<file path="src/rtl/spi_blk_pkg.sv">
`timescale 1ns/1ps
package spi_blk_pkg;
  localparam int END_BIT   = 31;
  localparam int DROP_BIT  = 30;
  localparam int FIRST_BIT = 31;

  typedef enum logic [1:0] {
    ST_IDLE = 2'd0,
    ST_XFER = 2'd1,
    ST_HOLD = 2'd2
  } spi_state_e;
endpackage

</file>
<file path="src/rtl/spi_blk_clkgen.sv">
`timescale 1ns/1ps
module spi_blk_clkgen #(
  parameter int PRESC_W = 8,
  parameter int SCR_W   = 8
) (
  input  logic               clk_i,
  input  logic               rst_ni,
  input  logic               run_i,
  input  logic [PRESC_W-1:0] presc_i,
  input  logic [SCR_W-1:0]   scr_i,
  output logic               tick_o
);
  localparam int CNT_W = PRESC_W + SCR_W + 1;

  logic [PRESC_W-1:0] div;
  logic [SCR_W:0]     scr_p1;
  logic [CNT_W-1:0]   half;
  logic [CNT_W-1:0]   cnt_q;

  always_comb begin
    div = {presc_i[PRESC_W-1:1], 1'b0};
    if (div == '0) div = PRESC_W'(1);
    scr_p1 = {1'b0, scr_i} + 1'b1;
    half   = CNT_W'(div) * CNT_W'(scr_p1);
  end

  assign tick_o = run_i && (cnt_q == half - 1'b1);

  always_ff @(posedge clk_i or negedge rst_ni) begin
    if (!rst_ni)      cnt_q <= '0;
    else if (!run_i)  cnt_q <= '0;
    else if (tick_o)  cnt_q <= '0;
    else              cnt_q <= cnt_q + 1'b1;
  end
endmodule

</file>
<file path="src/rtl/spi_blk_shifter.sv">
`timescale 1ns/1ps
module spi_blk_shifter #(
  parameter int DATA_W = 16,
  localparam int WS_W  = $clog2(DATA_W)
) (
  input  logic              clk_i,
  input  logic              rst_ni,
  input  logic              load_i,
  input  logic [DATA_W-1:0] load_data_i,
  input  logic [WS_W-1:0]   wsize_i,
  input  logic              shift_i,
  input  logic              sample_i,
  input  logic              miso_i,
  output logic              mosi_o,
  output logic [DATA_W-1:0] rx_o
);
  localparam logic [WS_W-1:0] TOP = WS_W'(DATA_W - 1);

  logic [DATA_W-1:0] tx_sr, rx_sr;
  logic [WS_W-1:0]   amt;

  assign amt    = TOP - wsize_i;
  assign mosi_o = tx_sr[DATA_W-1];
  assign rx_o   = rx_sr;

  always_ff @(posedge clk_i or negedge rst_ni) begin
    if (!rst_ni) begin
      tx_sr <= '0;
      rx_sr <= '0;
    end else if (load_i) begin
      tx_sr <= load_data_i << amt; // MSB of the word at the top
      rx_sr <= '0;
    end else begin
      if (shift_i)  tx_sr <= {tx_sr[DATA_W-2:0], 1'b0};
      if (sample_i) rx_sr <= {rx_sr[DATA_W-2:0], miso_i};
    end
  end
endmodule

</file>
<file path="src/rtl/spi_blk_csdec.sv">
`timescale 1ns/1ps
module spi_blk_csdec #(
  parameter int NCS    = 8,
  localparam int IDX_W = $clog2(NCS)
) (
  input  logic             active_i,
  input  logic [IDX_W-1:0] sel_i,
  output logic [NCS-1:0]   cs_no
);
  for (genvar g = 0; g < NCS; g++) begin : g_cs
    assign cs_no[g] = !(active_i && (sel_i == IDX_W'(g)));
  end
endmodule

</file>
<file path="src/rtl/spi_blk_master.sv">
`timescale 1ns/1ps
module spi_blk_master
  import spi_blk_pkg::*;
#(
  parameter int DATA_W  = 16,
  parameter int WORD_W  = 32,
  parameter int NCS     = 8,
  parameter int PRESC_W = 8,
  parameter int SCR_W   = 8,
  localparam int WS_W   = $clog2(DATA_W),
  localparam int IDX_W  = $clog2(NCS),
  localparam int EC_W   = WS_W + 1
) (
  input  logic               clk_i,
  input  logic               rst_ni,
  input  logic               cpol_i,
  input  logic               cpha_i,
  input  logic [WS_W-1:0]    wsize_i,
  input  logic [PRESC_W-1:0] presc_i,
  input  logic [SCR_W-1:0]   scr_i,
  input  logic [IDX_W-1:0]   cs_idx_i,
  input  logic               blk_mode_i,
  input  logic               tx_valid_i,
  input  logic [WORD_W-1:0]  tx_data_i,
  output logic               tx_ready_o,
  output logic               rx_valid_o,
  output logic [WORD_W-1:0]  rx_data_o,
  output logic               sck_o,
  output logic               mosi_o,
  input  logic               miso_i,
  output logic [NCS-1:0]     cs_no,
  output logic               busy_o
);
  spi_state_e        state_q;
  logic [EC_W-1:0]   edge_q;
  logic [WS_W-1:0]   wsize_q;
  logic [IDX_W-1:0]  cs_sel_q;
  logic              sck_q, cs_act_q, first_q, end_q;
  logic              rx_valid_q;
  logic [WORD_W-1:0] rx_data_q;

  logic tick, accept, close_only, load, even, last_edge, do_shift, do_sample;
  logic [DATA_W-1:0] rx_bits;

  assign accept     = (state_q == ST_IDLE) && tx_valid_i;
  assign close_only = blk_mode_i && tx_data_i[END_BIT] && tx_data_i[DROP_BIT];
  assign load       = accept && !close_only;
  assign even       = !edge_q[0];
  assign last_edge  = (edge_q == {wsize_q, 1'b1});

  // leading edges are the even ones
  always_comb begin
    do_shift  = 1'b0;
    do_sample = 1'b0;
    if (state_q == ST_XFER && tick) begin
      if (cpha_i) begin
        do_sample = !even;
        do_shift  = even && (edge_q != '0);
      end else begin
        do_sample = even;
        do_shift  = !even && !last_edge;
      end
    end
  end

  spi_blk_clkgen #(.PRESC_W(PRESC_W), .SCR_W(SCR_W)) u_clkgen (
    .clk_i   (clk_i),
    .rst_ni  (rst_ni),
    .run_i   (state_q != ST_IDLE),
    .presc_i (presc_i),
    .scr_i   (scr_i),
    .tick_o  (tick)
  );

  spi_blk_shifter #(.DATA_W(DATA_W)) u_shifter (
    .clk_i       (clk_i),
    .rst_ni      (rst_ni),
    .load_i      (load),
    .load_data_i (tx_data_i[DATA_W-1:0]),
    .wsize_i     (wsize_i),
    .shift_i     (do_shift),
    .sample_i    (do_sample),
    .miso_i      (miso_i),
    .mosi_o      (mosi_o),
    .rx_o        (rx_bits)
  );

  spi_blk_csdec #(.NCS(NCS)) u_csdec (
    .active_i (cs_act_q),
    .sel_i    (cs_sel_q),
    .cs_no    (cs_no)
  );

  always_ff @(posedge clk_i or negedge rst_ni) begin
    if (!rst_ni) begin
      state_q    <= ST_IDLE;
      edge_q     <= '0;
      wsize_q    <= '0;
      cs_sel_q   <= '0;
      sck_q      <= 1'b0;
      cs_act_q   <= 1'b0;
      first_q    <= 1'b0;
      end_q      <= 1'b0;
      rx_valid_q <= 1'b0;
      rx_data_q  <= '0;
    end else begin
      rx_valid_q <= 1'b0;
      unique case (state_q)
        ST_IDLE: begin
          if (accept && close_only) begin
            cs_act_q <= 1'b0;
          end else if (load) begin
            cs_act_q <= 1'b1;
            if (!cs_act_q) cs_sel_q <= cs_idx_i;
            first_q  <= !cs_act_q;
            end_q    <= tx_data_i[END_BIT];
            wsize_q  <= wsize_i;
            edge_q   <= '0;
            sck_q    <= 1'b0;
            state_q  <= ST_XFER;
          end
        end
        ST_XFER: begin
          if (tick) begin
            sck_q  <= !sck_q;
            edge_q <= edge_q + 1'b1;
            if (last_edge) state_q <= ST_HOLD;
          end
        end
        ST_HOLD: begin
          if (tick) begin
            rx_valid_q <= 1'b1;
            rx_data_q  <= {first_q && blk_mode_i,
                           {(WORD_W-1-DATA_W){1'b0}}, rx_bits};
            first_q    <= 1'b0;
            if (!blk_mode_i || end_q) cs_act_q <= 1'b0;
            state_q    <= ST_IDLE;
          end
        end
        default: state_q <= ST_IDLE;
      endcase
    end
  end

  assign sck_o      = sck_q ^ cpol_i;
  assign busy_o     = (state_q != ST_IDLE);
  assign tx_ready_o = (state_q == ST_IDLE);
  assign rx_valid_o = rx_valid_q;
  assign rx_data_o  = rx_data_q;
endmodule

</file>
<file path="config.mk">
export PLATFORM = sky130hd
export DESIGN_NAME = spi_blk_master
export DESIGN_NICKNAME = d
export VERILOG_FILES = /design/src/rtl/spi_blk_pkg.sv /design/src/rtl/spi_blk_clkgen.sv /design/src/rtl/spi_blk_shifter.sv /design/src/rtl/spi_blk_csdec.sv /design/src/rtl/spi_blk_master.sv
export SDC_FILE = /design/constraint.sdc
export NUM_CORES = 1
export LEC_CHECK = 0
export CORE_MARGIN = 1.5
export CORE_UTILIZATION = 50
export CTS_CLUSTER_SIZE = 24
export DETAILED_ROUTE_END_ITERATION = 10
export PLACE_DENSITY = 0.76
export SYNTH_ARGS = -nofsm -noshare
export SYNTH_HDL_FRONTEND = slang
export SYNTH_SLANG_ARGS = --single-unit
export TNS_END_PERCENT = 30
</file>
<file path="constraint.sdc">
create_clock -name clk_i -period 4.97 [get_ports clk_i]
set_input_delay 0.994 -clock clk_i [delete_from_list [all_inputs] [get_ports clk_i]]
set_output_delay 0.994 -clock clk_i [all_outputs]
set_load 0.01 [all_outputs]
</file>
# Word-level counts from Yosys, hierarchy flattened
# Cells that the tools add are included.
[word_totals]
latchBits = 0
regBits = 85
rom_bits = 0
memories = 0
ramBits = 0
[classes]
n_shift = 1
n_reduce_logical = 49
n_eq_ne = 18
div_mod_pow = 0
addsub = 5
bitwise_logic = 3
magnitude_cmp = 0
n_mux = 36
n_mul = 1
[ops]
columns = ["op", "n"]
rows = [
  ["16-bit two-way mux", 4],
  ["17-bit two-way mux", 2],
  ["1-bit logical AND", 18],
  ["17-bit by 1-bit adder with 17-bit output, second input constant", 1],
  ["17-bit == test", 1],
  ["8-bit by 9-bit multiplier with 17-bit output", 1],
  ["17-bit by 1-bit subtractor with 17-bit output, second input constant", 1],
  ["1-bit two-way mux", 16],
  ["4-bit AND reduction", 4],
  ["16-bit by 4-bit << shifter with 16-bit output", 1],
  ["5-bit two-way mux", 3],
  ["1-bit zero test", 14],
  ["3-bit == test, second input constant", 4],
  ["2-bit two-way mux", 5],
  ["2-bit != test, second input constant", 5],
  ["5-bit case mux with 2 select lines", 1],
  ["2-bit nonzero test", 5],
  ["8-bit by 1-bit adder with 9-bit output, second input constant", 1],
  ["8-bit two-way mux", 1],
  ["7-bit zero test", 1],
  ["3-bit by 2-bit == test with 1-bit output, second input constant", 2],
  ["1-bit case mux with 2 select lines", 3],
  ["2-bit case mux with 3 select lines", 1],
  ["5-bit by 1-bit adder with 5-bit output, second input constant", 1],
  ["16 further kinds", 17],
]

# Depth between registers and ports, before layout
[logic_depth]
ltp_word = 10
mapped_depth = 24
mapped_depth_nobuf = 21

# Modules after synthesis
# Synthesis repeated with hierarchy kept, for this count alone.
[hier_totals]
cells_unflattened = 789
area_unflattened_um2 = 7478.4
[by_module_without_submodules]
columns = ["module", "cells_each", "seq_area_each_um2", "instances", "area_each_um2"]
rows = [
  ["spi_blk_clkgen", 442, 425.4, 1, 3734.8],
  ["spi_blk_shifter", 191, 800.8, 1, 1986.9],
  ["spi_blk_master", 148, 900.9, 1, 1680.4],
  ["spi_blk_csdec", 8, 0.0, 1, 76.3],
]

# Least setup slack after synthesis
# OpenSTA, ideal clock, no wires.
[synth_path]
kind = "input to register"
start = "in presc_i[6]"
end = "reg rx_data_q[10], in the netlist rx_data_o[10]"
path_buffers = 3
t_required_ps = 4845
arrival_time_ps = 7283
setup_ps = 125
path_slack_ps = -2438
path_stages = 22
path_cell_list = "buf_4 nor4_4 nor4b_1 nand2_1 fa_1 fa_1 inv_1 fa_1 inv_1 fa_1 inv_1 ha_1 a21o_1 a21oi_2 a21oi_2 o41ai_2 xnor2_1 or4_4 buf_6 nor3_4 buf_8 mux2_4"
[synth_via]
elab_chain_cells = 7
[synth_rtl]
columns = ["element", "line_no", "source"]
rows = [
  ["from (decl)", "spi_blk_master.sv:19", "input logic [PRESC_W-1:0] presc_i,"],
  ["7-bit zero test", "spi_blk_clkgen.sv:22", "if (div == '0) div = PRESC_W'(1);"],
  ["8-bit two-way mux *", "spi_blk_clkgen.sv:22", ""],
  ["8-bit by 9-bit multiplier with 17-bit output *", "spi_blk_clkgen.sv:24", "half = CNT_W'(div) * CNT_W'(scr_p1);"],
  ["17-bit by 1-bit subtractor with 17-bit output *", "spi_blk_clkgen.sv:27", "assign tick_o = run_i && (cnt_q == half - 1'b1);"],
  ["17-bit == test *", "spi_blk_clkgen.sv:27", ""],
  ["1-bit logical AND *", "spi_blk_clkgen.sv:27", ""],
  ["2-bit AND reduction (no line) *", "--", ""],
  ["to (signal assigned)", "spi_blk_master.sv:133", "rx_data_q <= {first_q && blk_mode_i,"],
  ["to (decl)", "spi_blk_master.sv:40", "logic [WORD_W-1:0] rx_data_q;"],
]
# Mark *: on every way between the ends. The rest lies on a longest branch, timed or not.
# A chain may end at the register's enable or synchronous reset.

# Worst setup path in the final report
[layout_path]
start = "in scr_i[0]"
end = "reg u_shifter.rx_sr[11], in the netlist u_shifter.rx_o[11]"
[layout_via]
elab_chain_cells = 8
[layout_rtl]
columns = ["element", "line_no", "source"]
rows = [
  ["from (decl)", "spi_blk_master.sv:20", "input logic [SCR_W-1:0] scr_i,"],
  ["8-bit by 1-bit adder with 9-bit output", "spi_blk_clkgen.sv:23", "scr_p1 = {1'b0, scr_i} + 1'b1;"],
  ["8-bit by 9-bit multiplier with 17-bit output", "spi_blk_clkgen.sv:24", ""],
  ["17-bit by 1-bit subtractor with 17-bit output", "spi_blk_clkgen.sv:27", ""],
  ["17-bit == test", "spi_blk_clkgen.sv:27", ""],
  ["1-bit logical AND", "spi_blk_clkgen.sv:27", ""],
  ["1-bit logical AND", "spi_blk_master.sv:55", "if (state_q == ST_XFER && tick) begin"],
  ["1-bit two-way mux", "spi_blk_master.sv:55", ""],
  ["2-bit nonzero test (no line)", "--", ""],
  ["to (signal assigned)", "spi_blk_shifter.sv:35", "if (sample_i) rx_sr <= {rx_sr[DATA_W-2:0], miso_i};"],
  ["to (decl)", "spi_blk_shifter.sv:19", "logic [DATA_W-1:0] tx_sr, rx_sr;"],
]
# No other way between the ends.

==> parameters.txt <==
Parameter                              Value

Run status
  Outcome ... complete, but fails checks
  Violations in the final reports ... setup timing

Power
  Proportion of power drawn by the clock network ... roughly an eighth
  Power density over the cells ... 515 nW/um^2
  Internal power of the cells ... 3.16 mW
  Reg power frac ... 15.9%
  Proportion of power drawn by combinational gates ... a little under three quarters
  Net switching power ... 2.37 mW
  Switching portion of total power ... roughly 43%
  Max IR drop VDD ... ~0.44 mV
  Standby leakage power ... 4.89 nW

Die
  Cell row count ... 45
  Initial Util ... 50.9%
  I/O pin count ... roughly 110
  DIE WIDTH ... approximately 130 um
  Die ar. ... about 16000 sq um
  Area of the core ... 15100 sq um
  Y dimension of the die ... 127 um

Clock tree
  CTS tree ... built
  Clock Latency Late Sink ... approximately 0.34 ns
  Buffers from clock root to sink, at most ... 2
  CTS H-tree lvls ... 3
  Root buffer cell ... sky130_fd_sc_hd__clkbuf_16
  Number of buffers inserted during clock tree synthesis ... 9
  Count of hold-fix buffers inserted at cts ... 0
  Total clock sinks ... 85
  Clock input transition at the sequential cells of the worst setup and hold paths ... 0.07 ns

Timing
  Fmax ... 152 MHz
  Final hold violation count ... 0
  Crit path setup slack, layout ... -1.60 ns
  Count of pins over their slew limit ... 0
  Worst slew margin relative to its limit ... between 40% and 50%
  RSZ-0062 raised after global routing ... yes
  Setup-violating endpoint count in the final report ... 77
  Time the worst path needs with I/O delays and setup ... 6.57 ns
  Slew at the pin with the worst max-slew slack ... slightly below 0.9 ns
  Period utilisation layout ... 132%
  Worst clock skew on the final layout ... 0.00978 ns

Worst setup path
  Delay-heaviest family, CP ... adder cells
  Buffer and inverter count on the worst path ... 7
  Crit Path Class ... in -> reg
  CP peak stage delay ... 0.60 ns
  Cells traversed along the worst timing path ... buf_4, ha_4, nand3_4, buf_4, xnor2_4, buf_6, buf_4, nand2_1, fa_2, fa_1, fa_1, fa_1, inv_2, ha_4, xor2_2, o22ai_2, nor2_2, nand2_1, or4_4, or4_4, nor4_4, buf_4, clkbuf_16, mux2i_1
  Most used cell, CP ... sky130_fd_sc_hd__buf_4
  Arrival time of the worst setup path ... 6.84 ns
  Req. time, crit path ... 5.24 ns
  Critical path capture point type ... flop
  Slowest cell on the critical path ... sky130_fd_sc_hd__fa_1
  Maximum fanout encountered on the critical timing path ... 8
  Kind of start point of the critical path ... input pin

Place
  Placed cell areas ... ~9500 sq um
  Routability-driven placement congestion ratio ... between 0.9 and 1
  Number of port buffers ... 76
  Placed wire-length estimate ... roughly 13 mm

Yosys
  Distinct cell type count of the synthesized netlist ... 63
  Seq/Total Area, Yosys ... around 28%
  Synth area leader ... sky130_fd_sc_hd__dfrtp_1
  Post-synthesis cell count ... roughly 850
  Top cell type's share of synthesized area ... roughly 28%
  Mapped Avg Cell Area ... between 9 and 10 sq um
  Most numerous cell in the Yosys netlist ... sky130_fd_sc_hd__nand2_1
  Warnings from Yosys ... 0
  Top cell types by occurrence after synthesis ... sky130_fd_sc_hd__nand2_1, sky130_fd_sc_hd__dfrtp_1, sky130_fd_sc_hd__inv_1, sky130_fd_sc_hd__nor2_1, sky130_fd_sc_hd__fa_1
  Most used flip-flop cell after synthesis ... sky130_fd_sc_hd__dfrtp_1
  Synth async-reset ratio ... 100%
  Synthesized area ... around 7700 sq um
  Top post-synthesis cells by area ... sky130_fd_sc_hd__dfrtp_1, sky130_fd_sc_hd__fa_1, sky130_fd_sc_hd__ha_1, sky130_fd_sc_hd__nand2_1, sky130_fd_sc_hd__mux2i_1
  Number of enable flip-flop cells after synthesis ... 0
  Flops & latches, synth ... 85

Routing
  Aggregate routed wire length ... 20.6 mm
  Iteration-0 DRC count of the detailed router ... between 500 and 600
  Via/cell ratio ... between 5 and 6
  Remaining routing DRC violations ... 0
  Highest metal layer with signal wires ... met4
  Via count ... between 7000 and 8000
  Met2 wirelength from detailed routing ... between 10 and 15 mm
  Routed length per instance ... roughly 16 um
  Number of routed nets with antenna violations ... 0
  Met1 Wirelength ... between 8 and 9 mm
  Number of detailed-route iterations in the first pass ... 5
  Detail Route met3 WL ... roughly 830 um

Finish
  Area growth from synthesis to layout ... 39.5%
  Post-layout util ... between 70% and 80%
  Sequential cell area in the final layout ... 2130 sq um
  Filler Cell Count ... 990
  Layout Cell Area excl Fill ... ~11000 sq um
  Number of diodes added for antenna fixing ... 0
  Total area of multi-input combinational cells ... around 5700 sq um
  Proportion of layout cells with a drive suffix above 1 ... between 20% and 30%
  Number of nets in the finished design ... around 1200

Global routing
  Pin count of the biggest net entering global routing ... between 50 and 60
  Via count of the first global-routing pass ... about 7100
  Grt ovf ... 0
  Wire length of the first global-routing pass ... ~32 mm
  Antenna violations before repair ... 0
  Global-route total usage across every layer ... between 20 and 25%

Worst hold path
  Classification of the worst-slack hold path ... reg -> reg

Run
  Number of max-cap violations ... 0
[layout by cell type, fill, tap and decap left out, types with 6 or more instances in the layout]
cell type                         count
sky130_fd_sc_hd__inv_2                7
sky130_fd_sc_hd__nand3_1             36
sky130_fd_sc_hd__mux2_2              11
sky130_fd_sc_hd__nand4_1             12
sky130_fd_sc_hd__buf_6               25
sky130_fd_sc_hd__nor2_1              49
sky130_fd_sc_hd__dfrtp_1             85
sky130_fd_sc_hd__nor2b_1             15
sky130_fd_sc_hd__clkdlybuf4s50_1     61
sky130_fd_sc_hd__a31oi_1             18
sky130_fd_sc_hd__a21oi_1             12
sky130_fd_sc_hd__nand2_2              9
sky130_fd_sc_hd__fa_1                41
sky130_fd_sc_hd__xnor2_1             18
sky130_fd_sc_hd__o211ai_1             7
sky130_fd_sc_hd__and2_1              13
sky130_fd_sc_hd__clkbuf_16           11
sky130_fd_sc_hd__nand2b_1            11
sky130_fd_sc_hd__nor3_1               7
sky130_fd_sc_hd__ha_4                10
sky130_fd_sc_hd__mux2i_1             41
sky130_fd_sc_hd__nand2_1            120
sky130_fd_sc_hd__ha_1                35
sky130_fd_sc_hd__inv_1               52
sky130_fd_sc_hd__fa_2                 6
sky130_fd_sc_hd__or4_4                6
sky130_fd_sc_hd__o21ai_0             22
sky130_fd_sc_hd__buf_4              140
sky130_fd_sc_hd__xor2_1              18
sky130_fd_sc_hd__mux2_4              16
sky130_fd_sc_hd__and3_1               7
sky130_fd_sc_hd__o21ai_1             12
sky130_fd_sc_hd__conb_1              15
[power by group through the flow]
| stage | registers [mW] | logic [mW] | clock network, mW |
|---|---|---|---|
| final | 0.882 | 3.95 | 0.705 |
| after global routing | 0.896 | 4.24 | 0.744 |
| after CTS | 0.879 | 3.59 | 0.715 |
| after detailed placement | 0.888 | 3.02 | 0 |
| after global placement | 0.885 | 2.95 | 0 |
| after floorplan | 0.861 | 1.87 | 0 |
[sequential cells by signal, summed over array words and instances, names as in the netlist]
register	cells
u_clkgen.cnt_q	17
cs_sel_q	3
cs_act_q	1
wsize_q	4
u_shifter.tx_sr	16
first_q	1
edge_q	5
rx_valid_o	1
sck_q	1
end_q	1
u_shifter.rx_o	16
rx_data_o	17
state_q	2
[routing by layer]
metal	vias to the layer above	track usage, %
met5	-	0
met4	0	6.02
met3	49	3.85
met2	226	41.8
met1	3476	32.6
li1	3301	-
[final timing paths]
check / from / end / slack, ns / cells past startpoint
hold / removal: u_shifter.rx_o[11] / rx_data_o[11] / 0.51 / 1
min in group asynchronous: rst_ni / edge_q[4] / 0.69 / 1
hold reg to reg: u_shifter.rx_o[11] / rx_data_o[11] / 0.51 / 1
setup / recovery: scr_i[0] / u_shifter.rx_o[11] / -1.60 / 24
max in group asynchronous: rst_ni / rx_data_o[3] / 3.41 / 2
setup reg to reg: u_clkgen.cnt_q[14] / u_shifter.rx_o[11] / 1.72 / 10
[kinds of logic after synthesis]
group	count (synthesis)	synth area share, %
other	1	0.0487
DFF	85	27.6
buffers and inverters	112	6.80
AOI/OAI and AO/OA	117	9.77
adders and majority gates	92	19.5
muxes	71	10.5
and+or+nand+nor	324	20.7
xor gates and xnor gates	45	5.11
[final cells by class]
| class | count | area share, % |
|---|---|---|
| clock inverters | 7 | 0.861 |
| well taps | 188 | 2.19 |
| multi-input cells | 664 | 52.9 |
| flip-flops and latches | 85 | 19.8 |
| inverters | 59 | 2.06 |
| repair buffers | 241 | 20.1 |
| clock buffers | 9 | 2.10 |
[metrics by stage]
step           std cells  power (mW)  hold slack (ns)  setup TNS [ns]  setup WS [ns]
2_1_floorplan        861        2.73            0.451         -111.53          -1.84
3_3_place_gp        1187        3.84            0.466         -163.28          -2.28
3_5_place_dp        1187        3.90            0.471         -169.46          -2.41
4_1_cts             1244        5.19            0.487         -101.22          -1.52
5_1_grt             1253        5.88            0.531         -123.66          -1.74
6_report            1253        5.54            0.510         -112.02          -1.60
[repair_timing]
item / CTS / global route
gates cloned: 1 / 2
buffers inserted: 40 / 9
endpoints found under the setup margin: 77 / 77
pin swaps: 72 / 57
hold endpoints to repair: 0 / 0
resized for setup: 126 / 51
(Power assumes the default switching activity.)
